<file path="src/rtl/sermem_pkg.sv">
package sermem_pkg;
  typedef enum logic [3:0] {
    ST_IDLE, ST_START, ST_OPC, ST_ADDR, ST_DATA, ST_WIN, ST_HOLD, ST_READ, ST_PROG
  } st_e;

  typedef enum logic [1:0] {
    OP_EXT   = 2'b00,
    OP_WRITE = 2'b01,
    OP_READ  = 2'b10,
    OP_ERASE = 2'b11
  } op_e;

  typedef enum logic [1:0] {PG_NONE, PG_WORD, PG_ALL} pg_e;

  localparam logic [1:0] EXT_LOCK   = 2'b00;
  localparam logic [1:0] EXT_ERAALL = 2'b10;
  localparam logic [1:0] EXT_UNLOCK = 2'b11;
endpackage

</file>
<file path="src/rtl/sermem_sync.sv">
module sermem_sync #(
  parameter int STAGES = 2
) (
  input  logic clk_i,
  input  logic rst_ni,
  input  logic d_i,
  output logic lvl_o,
  output logic rise_o,
  output logic fall_o
);
  logic [STAGES:0] sr_q;

  always_ff @(posedge clk_i or negedge rst_ni) begin
    if (!rst_ni) sr_q <= '0;
    else         sr_q <= {sr_q[STAGES-1:0], d_i};
  end

  assign lvl_o  = sr_q[STAGES-1];
  assign rise_o = sr_q[STAGES-1] & ~sr_q[STAGES];
  assign fall_o = ~sr_q[STAGES-1] & sr_q[STAGES];
endmodule

</file>
<file path="src/rtl/sermem_timer.sv">
module sermem_timer #(
  parameter int CYCLES = 64
) (
  input  logic clk_i,
  input  logic rst_ni,
  input  logic start_i,
  output logic busy_o,
  output logic done_o
);
  localparam int CW = $clog2(CYCLES + 1);
  logic [CW-1:0] cnt_q;

  always_ff @(posedge clk_i or negedge rst_ni) begin
    if (!rst_ni)           cnt_q <= '0;
    else if (start_i)      cnt_q <= CW'(CYCLES);
    else if (cnt_q != '0)  cnt_q <= cnt_q - 1'b1;
  end

  assign busy_o = (cnt_q != '0);
  assign done_o = (cnt_q == CW'(1));
endmodule

</file>
<file path="src/rtl/sermem_array.sv">
module sermem_array #(
  parameter int DATA_W = 16,
  parameter int ADDR_W = 6
) (
  input  logic              clk_i,
  input  logic              rst_ni,
  input  logic              wr_i,
  input  logic              clr_i,
  input  logic [ADDR_W-1:0] waddr_i,
  input  logic [DATA_W-1:0] wdata_i,
  input  logic [ADDR_W-1:0] raddr_i,
  output logic [DATA_W-1:0] rdata_o
);
  localparam int DEPTH = 1 << ADDR_W;
  logic [DATA_W-1:0] mem_q [DEPTH];

  for (genvar g = 0; g < DEPTH; g++) begin : g_word
    always_ff @(posedge clk_i or negedge rst_ni) begin
      if (!rst_ni)                                      mem_q[g] <= '1;
      else if (clr_i)                                   mem_q[g] <= '1;
      else if (wr_i && (waddr_i == ADDR_W'(g)))         mem_q[g] <= wdata_i;
    end
  end

  assign rdata_o = mem_q[raddr_i];
endmodule

</file>
<file path="src/rtl/sermem_slave.sv">
module sermem_slave
  import sermem_pkg::*;
#(
  parameter int DATA_W      = 16,
  parameter int ADDR_W      = 6,
  parameter int PROG_CYCLES = 64
) (
  input  logic clk_i,
  input  logic rst_ni,
  input  logic cs_i,
  input  logic sck_i,
  input  logic di_i,
  output logic do_o
);
  localparam int MAXW = (DATA_W > ADDR_W) ? DATA_W : ADDR_W;
  localparam int CNW  = $clog2(MAXW + 1);

  // synchronised bus: index 0 select, 1 clock, 2 data
  logic [2:0] pin_raw, pin_lvl, pin_rise, pin_fall;
  assign pin_raw = {di_i, sck_i, cs_i};

  for (genvar g = 0; g < 3; g++) begin : g_sync
    sermem_sync #(.STAGES(2)) u_sync (
      .clk_i (clk_i),
      .rst_ni(rst_ni),
      .d_i   (pin_raw[g]),
      .lvl_o (pin_lvl[g]),
      .rise_o(pin_rise[g]),
      .fall_o(pin_fall[g])
    );
  end

  logic cs_lvl, cs_rise, cs_fall, sck_rise, di_lvl;
  assign cs_lvl   = pin_lvl[0];
  assign cs_rise  = pin_rise[0];
  assign cs_fall  = pin_fall[0];
  assign sck_rise = pin_rise[1];
  assign di_lvl   = pin_lvl[2];

  st_e               st_q, st_d;
  logic [1:0]        op_q, op_d;
  logic [ADDR_W-1:0] sh_q, sh_d;
  logic [DATA_W-1:0] dat_q, dat_d;
  logic [DATA_W-1:0] rsh_q, rsh_d;
  logic [CNW-1:0]    cnt_q, cnt_d;
  pg_e               pg_q, pg_d;
  logic              we_en, we_en_d;
  logic              out_q, out_d;

  logic              tmr_start, busy, tmr_done;
  logic              mem_wr, mem_clr;
  logic [ADDR_W-1:0] addr_in, rd_addr;
  logic [DATA_W-1:0] rdata;

  assign addr_in = {sh_q[ADDR_W-2:0], di_lvl};
  assign rd_addr = (st_q == ST_READ) ? sh_q + 1'b1 : addr_in;

  sermem_timer #(.CYCLES(PROG_CYCLES)) u_timer (
    .clk_i  (clk_i),
    .rst_ni (rst_ni),
    .start_i(tmr_start),
    .busy_o (busy),
    .done_o (tmr_done)
  );

  assign mem_wr  = (st_q == ST_PROG) && tmr_done && (pg_q == PG_WORD);
  assign mem_clr = (st_q == ST_PROG) && tmr_done && (pg_q == PG_ALL);

  sermem_array #(.DATA_W(DATA_W), .ADDR_W(ADDR_W)) u_array (
    .clk_i  (clk_i),
    .rst_ni (rst_ni),
    .wr_i   (mem_wr),
    .clr_i  (mem_clr),
    .waddr_i(sh_q),
    .wdata_i(dat_q),
    .raddr_i(rd_addr),
    .rdata_o(rdata)
  );

  always_comb begin
    st_d      = st_q;
    op_d      = op_q;
    sh_d      = sh_q;
    dat_d     = dat_q;
    rsh_d     = rsh_q;
    cnt_d     = cnt_q;
    pg_d      = pg_q;
    we_en_d   = we_en;
    out_d     = out_q;
    tmr_start = 1'b0;

    unique case (st_q)
      ST_IDLE: if (cs_rise) st_d = ST_START;

      ST_START: begin
        if (!cs_lvl) st_d = ST_IDLE;
        else if (sck_rise && di_lvl) begin
          st_d  = ST_OPC;
          cnt_d = '0;
        end
      end

      ST_OPC: begin
        if (!cs_lvl) st_d = ST_IDLE;
        else if (sck_rise) begin
          op_d  = {op_q[0], di_lvl};
          cnt_d = cnt_q + 1'b1;
          if (cnt_q == CNW'(1)) begin
            st_d  = ST_ADDR;
            cnt_d = '0;
          end
        end
      end

      ST_ADDR: begin
        if (!cs_lvl) st_d = ST_IDLE;
        else if (sck_rise) begin
          sh_d  = addr_in;
          cnt_d = cnt_q + 1'b1;
          if (cnt_q == CNW'(ADDR_W - 1)) begin
            cnt_d = '0;
            pg_d  = PG_NONE;
            st_d  = ST_HOLD;
            unique case (op_e'(op_q))
              OP_READ: begin
                st_d  = ST_READ;
                rsh_d = rdata;
                out_d = 1'b0;
              end
              OP_WRITE: st_d = ST_DATA;
              OP_ERASE: begin
                pg_d  = PG_WORD;
                dat_d = '1;
              end
              OP_EXT: begin
                unique case (addr_in[ADDR_W-1 -: 2])
                  EXT_UNLOCK: we_en_d = 1'b1;
                  EXT_LOCK:   we_en_d = 1'b0;
                  EXT_ERAALL: pg_d    = PG_ALL;
                  default:    pg_d    = PG_NONE;
                endcase
              end
            endcase
          end
        end
      end

      ST_DATA: begin
        if (!cs_lvl) st_d = ST_IDLE;
        else if (sck_rise) begin
          dat_d = {dat_q[DATA_W-2:0], di_lvl};
          cnt_d = cnt_q + 1'b1;
          if (cnt_q == CNW'(DATA_W - 1)) begin
            st_d = ST_WIN;
            pg_d = PG_WORD;
          end
        end
      end

      // write: select must drop before another serial clock edge
      ST_WIN, ST_HOLD: begin
        if (st_q == ST_WIN && sck_rise) begin
          st_d = ST_HOLD;
          pg_d = PG_NONE;
        end else if (!cs_lvl) begin
          if (we_en && pg_q != PG_NONE) begin
            tmr_start = 1'b1;
            st_d      = ST_PROG;
          end else begin
            st_d = ST_IDLE;
          end
        end
      end

      ST_READ: begin
        if (!cs_lvl) st_d = ST_IDLE;
        else if (sck_rise) begin
          if (cnt_q == CNW'(DATA_W)) begin
            sh_d  = sh_q + 1'b1;
            out_d = rdata[DATA_W-1];
            rsh_d = {rdata[DATA_W-2:0], 1'b0};
            cnt_d = CNW'(1);
          end else begin
            out_d = rsh_q[DATA_W-1];
            rsh_d = {rsh_q[DATA_W-2:0], 1'b0};
            cnt_d = cnt_q + 1'b1;
          end
        end
      end

      ST_PROG: if (tmr_done) st_d = ST_IDLE;

      default: st_d = ST_IDLE;
    endcase
  end

  always_ff @(posedge clk_i or negedge rst_ni) begin
    if (!rst_ni) begin
      st_q  <= ST_IDLE;
      op_q  <= '0;
      sh_q  <= '0;
      dat_q <= '0;
      rsh_q <= '0;
      cnt_q <= '0;
      pg_q  <= PG_NONE;
      we_en <= 1'b0;
      out_q <= 1'b0;
    end else begin
      st_q  <= st_d;
      op_q  <= op_d;
      sh_q  <= sh_d;
      dat_q <= dat_d;
      rsh_q <= rsh_d;
      cnt_q <= cnt_d;
      pg_q  <= pg_d;
      we_en <= we_en_d;
      out_q <= out_d;
    end
  end

  assign do_o = (st_q == ST_READ) ? out_q : (cs_lvl && st_q != ST_PROG);
endmodule

</file>
<file path="config.mk">
export PLATFORM = sky130hd
export DESIGN_NAME = sermem_slave
export DESIGN_NICKNAME = d
export VERILOG_FILES = /design/src/rtl/sermem_pkg.sv /design/src/rtl/sermem_sync.sv /design/src/rtl/sermem_timer.sv /design/src/rtl/sermem_array.sv /design/src/rtl/sermem_slave.sv
export SDC_FILE = /design/constraint.sdc
export NUM_CORES = 2
export LEC_CHECK = 0
export BUFFER_PORTS_ARGS = -buffer_cell sky130_fd_sc_hd__clkbuf_2
export CORE_UTILIZATION = 50
export CTS_BUF_LIST = sky130_fd_sc_hd__clkbuf_2
export DETAILED_ROUTE_END_ITERATION = 8
export HOLD_SLACK_MARGIN = 0.12
export PLACE_DENSITY = 0.65
export SYNTH_ARGS = -nofsm -noshare
export SYNTH_HDL_FRONTEND = slang
export SYNTH_SLANG_ARGS = --single-unit
</file>
<file path="constraint.sdc">
create_clock -name clk_i -period 4.2 [get_ports clk_i]
set_clock_uncertainty 0.2 [all_clocks]
set_input_delay 1.05 -clock clk_i [delete_from_list [all_inputs] [get_ports clk_i]]
set_output_delay 1.05 -clock clk_i [all_outputs]
set_load 0.02 [all_outputs]
</file>
### After elaboration in Yosys (flattened, before gate mapping)

Cells that the tools add are included.

| word-level totals | value |
|---|---|
| register bits after elaboration | 1092 |
| bits in latches | 0 |
| bits in writable memories | 0 |
| bits in read-only memories | 0 |
| input bits | 5 |
| output and inout port bits | 1 |
| word-level logic and storage cells | 565 |
| memories | 0 |

| operators by class | value |
|---|---|
| add/sub/neg operators | 3 |
| multiply operators | 0 |
| div/mod/pow operators | 0 |
| $lt $le $gt $ge | 1 |
| equal/unequal tests | 111 |
| shift operators | 0 |
| mux-type cells | 212 |
| bitwise gates (word level) | 5 |
| reduce and logical (&&, ||, !) cells | 156 |

Operator list:

| cell | number |
|---|---|
| two-way mux 16 bit | 143 |
| equality test 6 bit, second input constant | 32 |
| nonzero test 2 bit | 69 |
| binary-select mux 16 bit (select 6 bit) | 1 |
| equality test 6 x 5 -> 1 bit, second input constant | 16 |
| logical AND 1 bit | 71 |
| two-way mux 4 bit | 17 |
| two-way mux 5 bit | 13 |
| one-hot mux 16 bit (2 select lines) | 2 |
| equality test 6 x 4 -> 1 bit, second input constant | 8 |
| two-way mux 6 bit | 6 |
| one-hot mux 4 bit (8 select lines) | 1 |
| one-hot mux 5 bit (5 select lines) | 1 |
| equality test 6 x 3 -> 1 bit, second input constant | 4 |
| != test 3 bit, second input constant | 8 |
| != test 2 bit, second input constant | 11 |
| AND reduction 11 bit | 2 |
| equality test 4 x 3 -> 1 bit, second input constant | 4 |
| two-way mux 2 bit | 8 |
| != test 2 x 1 -> 1 bit, second input constant | 8 |
| two-way mux 7 bit | 2 |
| AND reduction 7 bit | 2 |
| equality test 6 x 2 -> 1 bit, second input constant | 2 |
| two-way mux 1 bit | 12 |
| other kinds (33) | 45 |

### Longest topological paths before layout

| logic depth | value |
|---|---|
| word-level depth | 11 |
| mapped depth | 15 |
| depth with buffers taken out | 10 |

### Modules after synthesis

Synthesis repeated with hierarchy kept, for this count alone.

| unflattened totals | value |
|---|---|
| cells, all modules | 5429 |
| area, all modules | 57104.8 µm² |

By module, submodules not included:

| module | times used | cells an instance | area each (µm²) | seq. area each (µm²) |
|---|---|---|---|---|
| sermem_array | 1 | 5033 | 53147.2 | 26905.8 |
| sermem_slave | 1 | 343 | 3306.9 | 1326.3 |
| sermem_timer | 1 | 38 | 380.4 | 175.2 |
| sermem_sync | 3 | 5 | 90.1 | 75.1 |

### Worst setup path after synthesis

Ideal clock, no wire load.

| timing | value |
|---|---|
| kind | register to register |
| start point | register sh_q[0] |
| end point | register rsh_q[11] |
| setup time | 0.142 ns |
| arrival time | 2.882 ns |
| data required time | 3.858 ns |
| setup slack | 0.976 ns |
| cell stages (with the launch flop) | 15 |
| path buffers | 4 |
| clock period less this slack | 3.224 ns |
| cells stage by stage | dfrtp_1 buf_2 inv_1 ha_1 clkbuf_1 nand2_1 mux2_4 buf_6 buf_4 o22ai_1 nor3_1 o41ai_1 o21ai_1 nor4_1 o221ai_1 |

| on the way | value |
|---|---|
| cells in the longest elaborated chain, start to end | 11 |
| elaborated cells on any way between the ends | 14 |
| those cells by class | 1 x add/sub; 12 x mux; 1 x bitwise |

RTL lines:

| what | line | source |
|---|---|---|
| start: declaration | sermem_slave.sv:42 | `logic [ADDR_W-1:0] sh_q, sh_d;` |
| start signal: assignment | sermem_slave.sv:201 | `sh_q <= '0;` |
| start signal: assignment | sermem_slave.sv:211 | `sh_q <= sh_d;` |
| adder 6 x 1 -> 6 bit | sermem_slave.sv:56 | `assign rd_addr = (st_q == ST_READ) ? sh_q + 1'b1 : addr_in;` |
| two-way mux 6 bit * | sermem_slave.sv:56 |  |
| inverter 6 -> 7 bit (not written as such) * | sermem_array.sv:25 | `assign rdata_o = mem_q[raddr_i];` |
| binary-select mux 16 bit (select 6 bit) * | sermem_array.sv:25 |  |
| two-way mux 16 bit (not written as such) * (2 in a row) | sermem_array.sv:25 |  |
| two-way mux 16 bit | sermem_slave.sv:124 | `unique case (op_e'(op_q))` |
| two-way mux 16 bit | sermem_slave.sv:120 | `if (cnt_q == CNW'(ADDR_W - 1)) begin` |
| two-way mux 16 bit | sermem_slave.sv:117 | `else if (sck_rise) begin` |
| two-way mux 16 bit | sermem_slave.sv:116 | `if (!cs_lvl) st_d = ST_IDLE;` |
| one-hot mux 16 bit (2 select lines) * | sermem_slave.sv:92 | `unique case (st_q)` |
| end signal: assignment | sermem_slave.sv:213 | `rsh_q <= rsh_d;` |
| end: declaration | sermem_slave.sv:44 | `logic [DATA_W-1:0] rsh_q, rsh_d;` |

Every way passes the cells marked *; elsewhere a longest branch is shown, timed or not. The select of a mux whose other input is x is not followed.
A chain may end at the register's enable or synchronous reset.

### Final worst setup path

| timing | value |
|---|---|
| start point | register st_q[3] |
| end point | register rsh_q[13] |

| on the way | value |
|---|---|
| cells in the longest elaborated chain, start to end | 11 |
| elaborated cells on any way between the ends | 23 |
| those cells by class | 8 x eq/ne; 12 x mux; 1 x bitwise; 2 x reduce/logical |

RTL lines:

| what | line | source |
|---|---|---|
| start: declaration | sermem_slave.sv:40 | `st_e st_q, st_d;` |
| start signal: assignment | sermem_slave.sv:209 | `st_q <= st_d;` |
| equality test 4 x 3 -> 1 bit | sermem_slave.sv:56, sermem_slave.sv:92 |  |
| two-way mux 6 bit | sermem_slave.sv:56 |  |
| inverter 6 -> 7 bit (not written as such) | sermem_array.sv:25 |  |
| binary-select mux 16 bit (select 6 bit) | sermem_array.sv:25 |  |
| two-way mux 16 bit (not written as such) (2 in a row) | sermem_array.sv:25 |  |
| two-way mux 16 bit | sermem_slave.sv:124 |  |
| two-way mux 16 bit | sermem_slave.sv:120 |  |
| two-way mux 16 bit | sermem_slave.sv:117 |  |
| two-way mux 16 bit | sermem_slave.sv:116 |  |
| one-hot mux 16 bit (2 select lines) | sermem_slave.sv:92 |  |

Parallel ways exist; a longest one is shown, timed or not. The select of a mux whose other input is x is not followed.

==> flow_summary.yaml <==
status:
  outcome: "finished with violations"
  violations: "DRC"
power:
  power_frac_comb_pct: 18.2
  power_density_nw_per_um2: 378.5
  total_power_w: 0.02219
  power_frac_clock_pct: 33.7
  p_sw_share_pct: 33.39
  net-switching-power_w: 0.007407
  power.internal_w: 0.01478
  ir_drop_v: 0.0002088
  leakagePower_nw: 25.96
  power_frac_seq_pct: 48.1
sta:
  period_needed_ps: 4080
  fin_crit_sh_pct: 97.15
  worst_slack_ps: 119.7
  worst_hold_slack_ps: 169.9
  finalSetupViolCount: 0
  finalHoldViolCount: 0
  fmax_ghz: 0.2451
  finalSetupTns_ps: 0
  worstMarginPinSlew_ps: 1208
  relSlewSlack_pct: 19.49
  drv_slew: 0
  rsz0062_at_grt: "false"
critical_path:
  worstPathRequired_ps: 5340
  cp-end-kind: "flip-flop"
  crit_path_start_kind: "flip-flop"
  rr_worst_depth: 11
  crit_type: "flip-flop to flip-flop"
  arrival_ps: 5220
  path_max_fanout: 29
final_layout:
  nFillCells: 9700
  final_layout_size_suffix_gt1_share_pct: 29.90
  syn_to_final_growth_pct: 9.338
  final_net_count: 6313
yosys:
  synth.most_common_cell: "nand2_1"
  syn_nets: 6222
  syn_area_um2: 53610
  synth_flop_cell: "dfstp_2"
  yosysSeqAreaShare_pct: 53.36
  synthDistinctLibCells: 82
  ys_ff_latch: 1092
  netlist_instances: 6203
  synth_top_area_share_pct: 50.19
  synthArstFlopShare_pct: 100.0
  synth_top_cells_by_count: "2226 x nand2_1, 1057 x nand3_1, 1024 x dfstp_2, 356 x o22ai_1, 335 x clkbuf_1"
  synth_area_leader_cell: "dfstp_2"
  synth_area_leaders: "dfstp_2 50%, nand2_1 16%, nand3_1 9.9%"
  syn_area_per_cell_um2: 8.643
  synth-edff-count: 0
  yosysWarningCount: 0
floorplanning:
  die-area_um2: 108500
  initial_utilization_pct: 50.64
  ios: 6
  die_w_um: 329.5
  die_h_um: 329.5
  fp-row-count: 119
  design.core.area_um2: 105900
clock_tree:
  tritoncts.num_buffers: 310
  cts_tree: "built"
  cts_root_buf: "clkbuf_2"
  h-tree-depth: 5
  clock_sinks: 1092
  worstSkewPairLatency_ps: 1540
  clk_pin_slew_ps: 110
  clockBufferDepth: 4
global_routing:
  grt_max_degree: 192
  grt.overflow.total: 0
  antenna_found_initial: 4
  track_usage_pct: 35.44
  grt_pass1_wl_um: 294800
  grt_pass1_vias: 47110
hold_path:
  hold_depth: 0
  min_path_type: "flip-flop to flip-flop"
route:
  routed-via-count: 49040
  wl_per_cell_um: 24.35
  drtIter0Drc: 6521
  finalWirelength_um: 192300
  antenna_left: 0
  route.detailed.drc: 4
  routed_via_density: 6.213
  first_pass_iters: 9
placement:
  io_buffers: 5
  place_ws_ps: 361.3
  place_hpwl_um: 119200
  routabilityCongestion: 1.003
job:
  maxCapViolations: 0
## registers in the layout (all words and copies together) (netlist names), 4 cells and up
name                flops
u_array.mem_q        1024
u_timer.cnt_q           7
st_q                    4
g_sync.u_sync.sr_q      8
cnt_q                   5
dat_q                  16
rsh_q                  16
sh_q                    6
## cells in the final DEF (no fill, tap or decap), drive strengths merged, types with 4 or more instances in the layout
cell type,instances
o31ai,9
o211ai,24
a32oi,9
nand3,1061
nor3,199
buf,308
inv,29
a22oi,22
nor2b,7
and3,6
diode,7
o221ai,19
nor2,136
o21ai,71
clkbuf,448
nor4b,9
mux2i,134
or4,4
nand4,21
or3,9
a211oi,8
nor4,16
nand2b,9
xnor2,4
o311ai,7
a21oi,17
o41ai,37
o22ai,357
dfstp,1024
clkinv,59
mux4,12
dfrtp,68
a31oi,12
dlygate4sd3,9
a21o,5
a211o,5
mux2,26
nand2,2230
nor3b,10
ha,14
## stage by stage
stage                     instances  utilization (%)  instance area (µm²)
after detailed placement       7360            52.80                55890
final                          7894            55.37                58620
after global routing           7893            55.37                58620
after global placement         7360            52.80                55890
after floorplan                6203                -                53610
after CTS                      7887            55.35                58600
## final timing paths
kind | start | end | slack (ps)
setup / recovery | st_q[3] | rsh_q[13] | 120
hold / removal | g_sync[0].u_sync.sr_q[0] | g_sync[0].u_sync.sr_q[1] | 170
setup reg to reg | st_q[3] | rsh_q[13] | 120
hold reg to reg | g_sync[0].u_sync.sr_q[0] | g_sync[0].u_sync.sr_q[1] | 170
max in group asynchronous | rst_ni | st_q[2] | 1510
min in group asynchronous | rst_ni | u_array.mem_q[40] | 730
## routing by layer
layer | GRT usage [%] | up-vias | share of wire (%)
met5 | 0 | - | 0.0068
met4 | 14.91 | 2 | 3.7
met3 | 9.918 | 410 | 12
met2 | 49.90 | 2863 | 43
met1 | 50.99 | 24270 | 42
li1 | - | 21500 | -
## kinds of logic (layout without fill, tap and decap cells)
family | Yosys count | count (layout) | synth area share [%]
flops | 1092 | 1092 | 53.36
compound gates | 620 | 620 | 7.664
fa+ha+maj | 15 | 15 | 0.3454
buf+inv | 563 | 856 | 4.609
xor+xnor | 7 | 7 | 0.1144
mux | 172 | 172 | 3.603
other cells | 0 | 7 | 0
simple gates | 3734 | 3734 | 30.30
## critical path, cell delays in order, from the launching register on
cell	delay [ps]
dfrtp_1	420
buf_4	180
nand4b_1	320
buf_4	250
mux2i_4	290
buf_12	250
buf_12	260
mux4_2	550
mux2i_1	310
o211ai_1	380
o221ai_1	330
o211ai_1	140
## area by class of cell
| cell class | count | area (µm²) | area share [%] |
|---|---|---|---|
| multi-input cells | 4548 | 22670 | 38.68 |
| flip-flops and latches | 1092 | 28640 | 48.85 |
| clock inverters | 70 | 307.8 | 0.5251 |
| diodes | 7 | 17.52 | 0.02988 |
| repair buffers | 321 | 2939 | 5.014 |
| clock buffers | 444 | 2222 | 3.791 |
| well taps | 1391 | 1740 | 2.969 |
| inverters | 21 | 78.83 | 0.1345 |
## power by group through the flow
stage | clock network (W) | logic (W) | registers (W)
global route | 0.00814 | 0.00425 | 0.0107
floorplan | 0 | 0.00228 | 0.0108
detailed placement | 0 | 0.00388 | 0.0108
CTS | 0.00763 | 0.00391 | 0.0107
finish | 0.00747 | 0.00405 | 0.0107
global placement | 0 | 0.00384 | 0.0108
## repair_timing
item | CTS | global route
endpoints found under the setup margin | 1 | 0
hold buffers | 9 | 0
gates resized for setup | 12 | 0
hold endpoints to repair | 592 | 0
buffers inserted | 5 | 0
Note: power is estimated with default switching activity, not from simulation.
